## src/rtl/tmr_pkg.sv

```systemverilog
package tmr_pkg;

  typedef enum logic [1:0] {
    MODE_FREE    = 2'd0,
    MODE_CLR_TOP = 2'd1,
    MODE_UPDOWN  = 2'd2,
    MODE_HOLD    = 2'd3
  } tmr_mode_e;

  typedef enum logic {
    DIR_UP   = 1'b0,
    DIR_DOWN = 1'b1
  } tmr_dir_e;

  localparam logic [1:0] ADDR_LO   = 2'd0;
  localparam logic [1:0] ADDR_HI   = 2'd1;
  localparam logic [1:0] ADDR_FLAG = 2'd2;

endpackage

```

## src/rtl/tmr_tick_gate.sv

```systemverilog
module tmr_tick_gate #(
  parameter int CS_W = 3
) (
  input  logic            tick,
  input  logic [CS_W-1:0] clk_sel,
  output logic            step_en
);

  // A tick only counts when some clock source is selected.
  assign step_en = tick && (clk_sel != '0);

endmodule

```

## src/rtl/tmr_counter.sv

```systemverilog
module tmr_counter
  import tmr_pkg::*;
#(
  parameter int CNT_W = 16
) (
  input  logic             clk,
  input  logic             rst,
  input  logic             step_en,
  input  logic             load,
  input  logic [CNT_W-1:0] load_val,
  input  logic [1:0]       mode,
  input  logic [CNT_W-1:0] top_val,
  output logic [CNT_W-1:0] cnt_q,
  output logic             at_top_q,
  output logic             at_bot_q,
  output logic             ovf_evt
);

  localparam logic [CNT_W-1:0] CNT_MAX = '1;
  localparam logic [CNT_W-1:0] CNT_ONE = CNT_W'(1);

  tmr_mode_e        mode_e;
  tmr_dir_e         dir_q, dir_d;
  logic [CNT_W-1:0] cnt_d;
  logic [CNT_W-1:0] limit;

  assign mode_e = tmr_mode_e'(mode);
  assign limit  = (mode_e == MODE_FREE) ? CNT_MAX : top_val;

  always_comb begin
    cnt_d   = cnt_q;
    dir_d   = dir_q;
    ovf_evt = 1'b0;
    if (load) begin
      // Bus load wins; direction is deliberately left alone.
      cnt_d = load_val;
    end else if (step_en) begin
      unique case (mode_e)
        MODE_FREE: begin
          cnt_d   = cnt_q + CNT_ONE;
          ovf_evt = (cnt_q == CNT_MAX);
        end
        MODE_CLR_TOP: begin
          if (cnt_q == top_val) begin
            cnt_d   = '0;
            ovf_evt = 1'b1;
          end else begin
            cnt_d = cnt_q + CNT_ONE;
          end
        end
        MODE_UPDOWN: begin
          if (dir_q == DIR_UP) begin
            if (cnt_q >= top_val) begin
              dir_d = DIR_DOWN;
              cnt_d = cnt_q - CNT_ONE;
            end else begin
              cnt_d = cnt_q + CNT_ONE;
            end
          end else begin
            if (cnt_q == '0) begin
              dir_d   = DIR_UP;
              cnt_d   = CNT_ONE;
              ovf_evt = 1'b1;
            end else begin
              cnt_d = cnt_q - CNT_ONE;
            end
          end
        end
        default: begin
          cnt_d = cnt_q;
        end
      endcase
    end
  end

  always_ff @(posedge clk) begin
    if (rst) begin
      cnt_q    <= '0;
      dir_q    <= DIR_UP;
      at_top_q <= 1'b0;
      at_bot_q <= 1'b1;
    end else begin
      cnt_q    <= cnt_d;
      dir_q    <= dir_d;
      at_top_q <= (cnt_d == limit);
      at_bot_q <= (cnt_d == '0);
    end
  end

  // a bus load lands regardless of any tick in that cycle.
  assert_load_wins_R5: assert property (@(posedge clk) disable iff (rst)
    load |=> (cnt_q == $past(load_val)));

  // no load and no qualified tick leaves the count untouched.
  assert_hold_idle_R6: assert property (@(posedge clk) disable iff (rst)
    (!load && !step_en) |=> $stable(cnt_q));

  // a free-mode tick advances by exactly one, modulo the width.
  assert_free_step_R7: assert property (@(posedge clk) disable iff (rst)
    (step_en && !load && mode == MODE_FREE) |=> (cnt_q == $past(cnt_q) + CNT_ONE));

  // turnaround at zero while descending.
  assert_bottom_turn_R9: assert property (@(posedge clk) disable iff (rst)
    (step_en && !load && mode == MODE_UPDOWN && dir_q == DIR_DOWN && cnt_q == '0)
      |=> (cnt_q == CNT_ONE && dir_q == DIR_UP));

  // hold mode ignores ticks.
  assert_hold_mode_R12: assert property (@(posedge clk) disable iff (rst)
    (!load && mode == MODE_HOLD) |=> $stable(cnt_q));

  // zero indication tracks the count register.
  assert_bottom_flag_R10: assert property (@(posedge clk) disable iff (rst)
    at_bot_q == (cnt_q == '0));

endmodule

```

## src/rtl/tmr_bus_port.sv

```systemverilog
module tmr_bus_port
  import tmr_pkg::*;
#(
  parameter int BUS_W  = 8,
  parameter int ADDR_W = 2,
  localparam int CNT_W = 2 * BUS_W
) (
  input  logic              clk,
  input  logic              rst,
  input  logic [ADDR_W-1:0] bus_addr,
  input  logic              bus_wr,
  input  logic              bus_rd,
  input  logic [BUS_W-1:0]  bus_wdata,
  input  logic [CNT_W-1:0]  cnt_q,
  input  logic              ovf_evt,
  output logic [BUS_W-1:0]  bus_rdata,
  output logic              load,
  output logic [CNT_W-1:0]  load_val,
  output logic              flag_q
);

  logic [BUS_W-1:0] hold_q;
  logic             rd_ok;
  logic             wr_lo, wr_hi, wr_flag, rd_lo;
  logic             flag_clr;

  assign rd_ok    = bus_rd && !bus_wr;
  assign wr_lo    = bus_wr && (bus_addr == ADDR_W'(ADDR_LO));
  assign wr_hi    = bus_wr && (bus_addr == ADDR_W'(ADDR_HI));
  assign wr_flag  = bus_wr && (bus_addr == ADDR_W'(ADDR_FLAG));
  assign rd_lo    = rd_ok && (bus_addr == ADDR_W'(ADDR_LO));
  assign flag_clr = wr_flag && bus_wdata[0];

  assign load     = wr_lo;
  assign load_val = {hold_q, bus_wdata};

  always_ff @(posedge clk) begin
    if (rst) begin
      hold_q <= '0;
    end else if (wr_hi) begin
      hold_q <= bus_wdata;
    end else if (rd_lo) begin
      hold_q <= cnt_q[CNT_W-1:BUS_W];
    end
  end

  always_ff @(posedge clk) begin
    if (rst) begin
      bus_rdata <= '0;
    end else if (rd_ok) begin
      case (bus_addr)
        ADDR_W'(ADDR_LO):   bus_rdata <= cnt_q[BUS_W-1:0];
        ADDR_W'(ADDR_HI):   bus_rdata <= hold_q;
        ADDR_W'(ADDR_FLAG): bus_rdata <= {{(BUS_W-1){1'b0}}, flag_q};
        default:            bus_rdata <= '0;
      endcase
    end
  end

  always_ff @(posedge clk) begin
    if (rst) begin
      flag_q <= 1'b0;
    end else if (ovf_evt) begin
      flag_q <= 1'b1;
    end else if (flag_clr) begin
      flag_q <= 1'b0;
    end
  end

  // an event always leaves the flag set, even against a clear.
  assert_flag_set_R11: assert property (@(posedge clk) disable iff (rst)
    ovf_evt |=> flag_q);

  // a clear with no competing event drops the flag.
  assert_flag_clear_R11: assert property (@(posedge clk) disable iff (rst)
    (flag_clr && !ovf_evt) |=> !flag_q);

  // a holding-byte write lands in the holding byte.
  assert_hold_write_R2: assert property (@(posedge clk) disable iff (rst)
    wr_hi |=> (hold_q == $past(bus_wdata)));

  // a low-byte read snapshots the upper half.
  assert_snapshot_R3: assert property (@(posedge clk) disable iff (rst)
    rd_lo |=> (hold_q == $past(cnt_q[CNT_W-1:BUS_W])));

endmodule

```

## src/rtl/bytewide_timer.sv

```systemverilog
module bytewide_timer
  import tmr_pkg::*;
#(
  parameter int BUS_W  = 8,
  parameter int CS_W   = 3,
  parameter int ADDR_W = 2,
  localparam int CNT_W = 2 * BUS_W
) (
  input  logic              clk,
  input  logic              rst,
  input  logic [CS_W-1:0]   clk_sel,
  input  logic              tick,
  input  logic [1:0]        mode,
  input  logic [CNT_W-1:0]  top_val,
  input  logic [ADDR_W-1:0] bus_addr,
  input  logic              bus_wr,
  input  logic              bus_rd,
  input  logic [BUS_W-1:0]  bus_wdata,
  output logic [BUS_W-1:0]  bus_rdata,
  output logic              at_top,
  output logic              at_bottom,
  output logic              irq
);

  logic             step_en;
  logic             load;
  logic [CNT_W-1:0] load_val;
  logic [CNT_W-1:0] cnt_q;
  logic             ovf_evt;

  tmr_tick_gate #(.CS_W(CS_W)) u_gate (
    .tick    (tick),
    .clk_sel (clk_sel),
    .step_en (step_en)
  );

  tmr_counter #(.CNT_W(CNT_W)) u_cnt (
    .clk      (clk),
    .rst      (rst),
    .step_en  (step_en),
    .load     (load),
    .load_val (load_val),
    .mode     (mode),
    .top_val  (top_val),
    .cnt_q    (cnt_q),
    .at_top_q (at_top),
    .at_bot_q (at_bottom),
    .ovf_evt  (ovf_evt)
  );

  tmr_bus_port #(.BUS_W(BUS_W), .ADDR_W(ADDR_W)) u_bus (
    .clk       (clk),
    .rst       (rst),
    .bus_addr  (bus_addr),
    .bus_wr    (bus_wr),
    .bus_rd    (bus_rd),
    .bus_wdata (bus_wdata),
    .cnt_q     (cnt_q),
    .ovf_evt   (ovf_evt),
    .bus_rdata (bus_rdata),
    .load      (load),
    .load_val  (load_val),
    .flag_q    (irq)
  );

endmodule

```

## config.mk

```make
export PLATFORM = sky130hd
export DESIGN_NAME = bytewide_timer
export DESIGN_NICKNAME = d
export VERILOG_FILES = /design/src/rtl/tmr_pkg.sv /design/src/rtl/tmr_tick_gate.sv /design/src/rtl/tmr_counter.sv /design/src/rtl/tmr_bus_port.sv /design/src/rtl/bytewide_timer.sv
export SDC_FILE = /design/constraint.sdc
export NUM_CORES = 1
export LEC_CHECK = 0
export BUFFER_PORTS_ARGS = -buffer_cell sky130_fd_sc_hd__buf_2
export CORE_UTILIZATION = 42
export CTS_CLUSTER_DIAMETER = 50
export DETAILED_ROUTE_END_ITERATION = 10
export GPL_TIMING_DRIVEN = 0
export SLEW_MARGIN = 20
export SYNTH_ARGS = -nofsm -noshare
export SYNTH_HDL_FRONTEND = slang
export SYNTH_SLANG_ARGS = --single-unit
export TNS_END_PERCENT = 20
```

## constraint.sdc

```tcl
create_clock -name clk -period 4.1 [get_ports clk]
set_input_delay 0 -clock clk [delete_from_list [all_inputs] [get_ports clk]]
set_output_delay 0 -clock clk [all_outputs]
set_load 0.05 [all_outputs]
```

; ---- Yosys cells after proc, flatten, opt, wreduce, memory -nomap -nowiden
; Cells that the tools add are included.
[op_classes]
n_addsub = 2
order_cmp = 1
eq_ne = 7
mux = 22
bitwise = 1
n_reduce_logical = 16
[op_table]
columns = operator, n
row1 = 16-bit two-way mux, 7
row2 = 16-bit case mux with 3 select lines, 1
row3 = 16-bit == test, 2
row4 = 16-bit zero test, 2
row5 = 8-bit case mux with 3 select lines, 1
row6 = 16-bit by 1-bit adder with 16-bit output (second input constant), 1
row7 = 16-bit == test (second input constant), 1
row8 = 16-bit >= comparator, 1
row9 = 8-bit two-way mux, 2
row10 = 16-bit by 1-bit subtractor with 16-bit output (second input constant), 1
row11 = 1-bit two-way mux, 10
row12 = 1-bit logical AND, 7
row13 = 2-bit by 1-bit == test with 1-bit output (second input constant), 2
row14 = 2-bit == test (second input constant), 2
row15 = 2-bit zero test, 2
row16 = 2-bit nonzero test, 2
row17 = 1-bit case mux with 3 select lines, 1
row18 = 3-bit AND reduction, 1
row19 = 3-bit nonzero test, 1
row20 = 1-bit zero test, 1
row21 = 1-bit inverter, 1
[word_totals]
reg_bits = 36
word_cells = 56

; ---- Longest topological paths before layout
[logic_depth]
depth_word = 7
mapped_depth = 14
ltp_nobuf = 13

; ---- Hierarchy
; Synthesis repeated with hierarchy kept, for this count alone.
[unflattened]
cells_unflattened = 516
area_unflattened_um2 = 3678.5
[modules_own_cells]
columns = mod, instances, cells_each, area_each_um2, seq_area_each_um2
row1 = tmr_counter, 1, 422, 2846.5, 380.4
row2 = tmr_bus_port, 1, 93, 823.3, 340.3
row3 = tmr_tick_gate, 1, 1, 8.8, 0.0

; ---- Worst setup path before layout
; No wires, ideal clock.
[synth_path]
kind = register to register
start = reg u_cnt.cnt_q[0]
end = reg u_cnt.at_top_q
setup_ns = 0.061
arrival_time_ns = 3.525
required_ns = 4.039
path_slack_ns = 0.513
path_stages_with_launch = 15
path_buffers = 1
path_cell_list = dfxtp_1 > inv_1 > ha_1 > nand2b_1 > a2111o_1 > a32oi_4 > a41o_1 > buf_4 > nand4_1 > a2bb2oi_2 > nor2_1 > a221o_1 > or4_1 > a2111oi_0 > and4bb_1
[synth_between]
elab_chain_cells = 7
word_cells_on_any_way = 13
cone_classes = add/sub: 2 / order compare: 1 / eq/ne: 2 / mux: 7 / reduce/logical: 1
[synth_rtl]
columns = item, line_no
row1 = start: declaration, tmr_counter.sv:13  ; output logic [CNT_W-1:0] cnt_q,
row2 = start signal: assignment, tmr_counter.sv:83  ; cnt_q <= cnt_d;
row3 = "16-bit by 1-bit adder with 16-bit output, or another cell as far along", "tmr_counter.sv:40, tmr_counter.sv:48, tmr_counter.sv:57"
row4 = "16-bit two-way mux, on equally long branches", "tmr_counter.sv:53, tmr_counter.sv:60"
row5 = 16-bit two-way mux, tmr_counter.sv:52  ; if (dir_q == DIR_UP) begin
row6 = 16-bit case mux with 3 select lines, tmr_counter.sv:38  ; unique case (mode_e)
row7 = 16-bit two-way mux (*), tmr_counter.sv:37  ; end else if (step_en) begin
row8 = 16-bit two-way mux (*), tmr_counter.sv:34  ; if (load) begin
row9 = 16-bit == test (*), tmr_counter.sv:85  ; at_top_q <= (cnt_d == limit);
row10 = end signal: assignment, tmr_counter.sv:85
row11 = end: declaration, tmr_counter.sv:14  ; output logic at_top_q,
; Every way passes the cells marked *; elsewhere a longest branch is shown, timed or not.
; A chain may end at the register's enable or synchronous reset.

; ---- Worst setup path in the final report
[layout_path]
start = reg u_cnt.cnt_q[1]
end = reg u_cnt.at_top_q
; Same word-level chain as after synthesis.

==> qor.csv <==
metric;value;unit
vias in the first global route;3661;
Critical Path Source Type;flip-flop;
worst reg2reg path depth;10;
Max rail drop VDD;0.1985;mV
CTS tree;built;
dominant cell type by area after synthesis;dfxtp_1;
Mapped Nets;525;
synthesized-area fraction occupied by adder cells;0.06827;
port bufs;42;
chip height;93.06;microns
clk sinks;36;
Syn Inst Count;470;
most frequent cell after synthesis;nor2_1;
Slew HR;0.2027;
Synth top area share;0.2070;
core area;7888;sq um
final instance area;4120;sq um
Crit path arrival time;4.22;ns
CP endpoint kind;flip-flop;
status;finished, final reports clean;
Compound-Gate Fraction of Synth Area;0.2713;
Post-synth EDFFs;0;
Post-Syn Area;3482;sq um
Main synth FF type;dfxtp_1;
mux share of post-synthesis cell area;0.06863;
Worst EP required;4.35;ns
routed via count;3909;
first-pass GRT wire length;20480;microns
root buf cell;clkbuf_8;
RSZ-0062 raised after global routing;no;
maximum fanout along the worst path;7;
Clock Skew;0.008387;ns
FF+latch area;726.9;sq um
DR iter-0 viols;354;
post-synthesis xor/xnor area fraction;0.02767;
H-tree depth;2;
Post-DP Area;3825;sq um
Post-DP HPWL;10180;microns
Multi-input gate area;2669;sq um
worst hold path class;input port to flip-flop;
endpoints failing hold;0;
gpl congestion;0.9401;
GRT Resource Usage Total;0.3144;
CP max-delay cell;o32ai_2;
antenna diode count;0;
largest net degree at the start of global routing;14;
maximum clock path buffer count;2;
Layout Utilization;0.5224;
Initial Util;0.4415;
fmax;251.9;MHz
Clk Latency, worst-skew pair;0.30;ns
flop2flop setup slack;0.13;ns
Least-Margin Pin Slew;1.193;ns
PD cells;267.4;nW/um^2
Vias per Instance;6.215;
fin nets;581;
Routed Wire Length;13270;microns
post-synth cell types;67;
Post-synth ARST share;0;
Synth-to-Final Area Change;18.33;%
die footprint;8659;sq um
Setup violations, final;0;
Synth Area in Simple Gates;0.2911;
Avg Cell Area, Syn;7.409;sq um
Synth Register Bits;36;
hold path cells;3;
Seq/Total Area, Yosys;0.2070;
Ys Warns;0;
max incr delay on CP;0.55;ns
CTS clk-pin slew, worst paths;0.08;ns
FILL cells;800;
Routed WL per cell;21.09;microns
Rows;32;
final cycle utilization of the critical path;0.9682;
number of buffers created by CTS;5;
crit path launch;u_cnt.cnt_q[1]$_SDFF_PP0_;
IO Pins;47;
worst hold margin;0.001492;ns
share of post-route cells with drive strength above 1;0.2220;
fin crit period;3.970;ns
Post-synth top cells;nor2_1 (71), dfxtp_1 (36), nand2_1 (32);
antenna violations before repair;0;
max-cap viol count;0;
worst path cell trace;ha_1 -> a2111o_1 -> a32oi_4 -> a311o_2 -> o21ai_1 -> o32ai_2 -> o31ai_1 -> or4_4 -> a2111oi_4 -> and4bb_1;
drt first pass iters;5;
post-route ant nets;0;
Worst Hold End;u_bus.hold_q[4]$_SDFFE_PP0P_;
synth top area cells;dfxtp_1 (21%), nor2_1 (7.7%), ha_1 (6.8%);
Worst R2R Start;u_cnt.cnt_q[1]$_SDFF_PP0_;
Max Slew Vio Count;0;
crit path kind;flip-flop to flip-flop;
Die Wd;93.06;microns
worst hold start;bus_wdata[4];
FF-to-FF End;u_cnt.at_top_q$_SDFF_PP0_;
largest family of logic cells by synthesized area;simple AND/OR/NAND/NOR gates;
total chip power;1.102;mW
total grt overflow;0;
leakage;1.647;nW
# DRC;0;
==> placed cells by master, fill, tap and decap left out, types with 3 or more instances in the layout <==
| master | n |
|---|---|
| and2_1 | 3 |
| nor3_1 | 18 |
| clkbuf_1 | 18 |
| o2bb2ai_1 | 4 |
| nand4_1 | 8 |
| o221ai_1 | 3 |
| and3_1 | 6 |
| buf_6 | 3 |
| mux2i_1 | 16 |
| a21o_1 | 3 |
| o21ai_0 | 20 |
| nor2b_1 | 5 |
| o31ai_1 | 4 |
| inv_1 | 20 |
| mux2_2 | 7 |
| nor2_1 | 71 |
| o21ai_1 | 7 |
| nand2b_1 | 5 |
| a21oi_2 | 3 |
| a21oi_1 | 29 |
| ha_1 | 17 |
| a211oi_2 | 3 |
| buf_4 | 7 |
| nand3_1 | 12 |
| dfxtp_1 | 33 |
| xnor2_1 | 9 |
| nand2_1 | 31 |
| nor4_1 | 5 |
| buf_2 | 51 |
| nand3b_1 | 3 |
| o22ai_1 | 3 |
| clkbuf_8 | 5 |
| a31oi_1 | 7 |
| a22oi_1 | 10 |
| a211oi_1 | 15 |
| nor4_2 | 4 |
==> report_power, final <==
group / switching [mW] / internal, mW / total [mW] / leakage [nW]
clock network: 0.148 / 0.121 / 0.269 / 0.0445
registers: 0.0275 / 0.368 / 0.395 / 0.295
logic: 0.275 / 0.163 / 0.438 / 1.31
==> worst max path at each step <==
stage / end / slack, ns / cells after the start
floorplan: u_cnt.at_top_q$_SDFF_PP0_ / 0.51 / 14
global placement: u_cnt.at_top_q$_SDFF_PP0_ / -0.48 / 14
detailed placement: u_cnt.at_top_q$_SDFF_PP0_ / -0.53 / 13
CTS: u_cnt.at_top_q$_SDFF_PP0_ / -0.26 / 14
global route: u_cnt.at_top_q$_SDFF_PP0_ / 0.009 / 11
finish: u_cnt.at_top_q$_SDFF_PP0_ / 0.13 / 10
==> critical path: cells and delay by family, from the launching register on <==
family	cells	cell delay, ns
AOI/OAI and AO/OA	7	2.32
adders and majority gates	1	0.32
DFF	1	0.53
and+or+nand+nor	2	0.73
==> logic make-up after synthesis <==
group           Yosys count
buf+inv                  54
xor+xnor                 11
compound gates          135
flops                    36
simple gates            192
mux                      23
fa+ha+maj                19
==> layer usage <==
layer / routed length, microns / track usage
met4: 526 / 0.1397
met3: 958 / 0.06341
met2: 5913 / 0.4804
met5: 0 / 0
met1: 5869 / 0.4252
==> repair_timing <==
| action | CTS | global route |
|---|---|---|
| setup buffers | 0 | 7 |
| hold buffers | 0 | 0 |
| setup endpoints to repair | 2 | 2 |
| pin swaps | 0 | 9 |
| gates cloned | 0 | 0 |
| gates resized for setup | 5 | 23 |
==> flip-flops by register name, summed over array words and instances (netlist names) <==
register         count
u_bus.hold_q         8
u_cnt.dir_q          1
u_cnt.at_bot_q       1
u_cnt.cnt_q         16
u_bus.flag_q         1
u_cnt.at_top_q       1
u_bus.bus_rdata      8
==> cell type report <==
type,instances,share of cell area
Clock buffer,5,0.01670
Sequential cell,36,0.1764
Tap cell,102,0.03097
Buffer,33,0.03917
Multi-Input combinational cell,380,0.6477
Clock inverter,3,0.005162
Inverter,21,0.02004
Timing Repair Buffer,49,0.06377
==> through the flow <==
stage               instances  TNS, ns  setup WS, ns
finish                    629        0        0.1303
global route              629        0      0.008891
CTS                       622  -0.2577       -0.2577
detailed placement        614  -0.9256       -0.5294
global placement          614  -0.8916       -0.4823
floorplan                 470        0        0.5132
No activity file was read; power rests on OpenSTA's default activity.
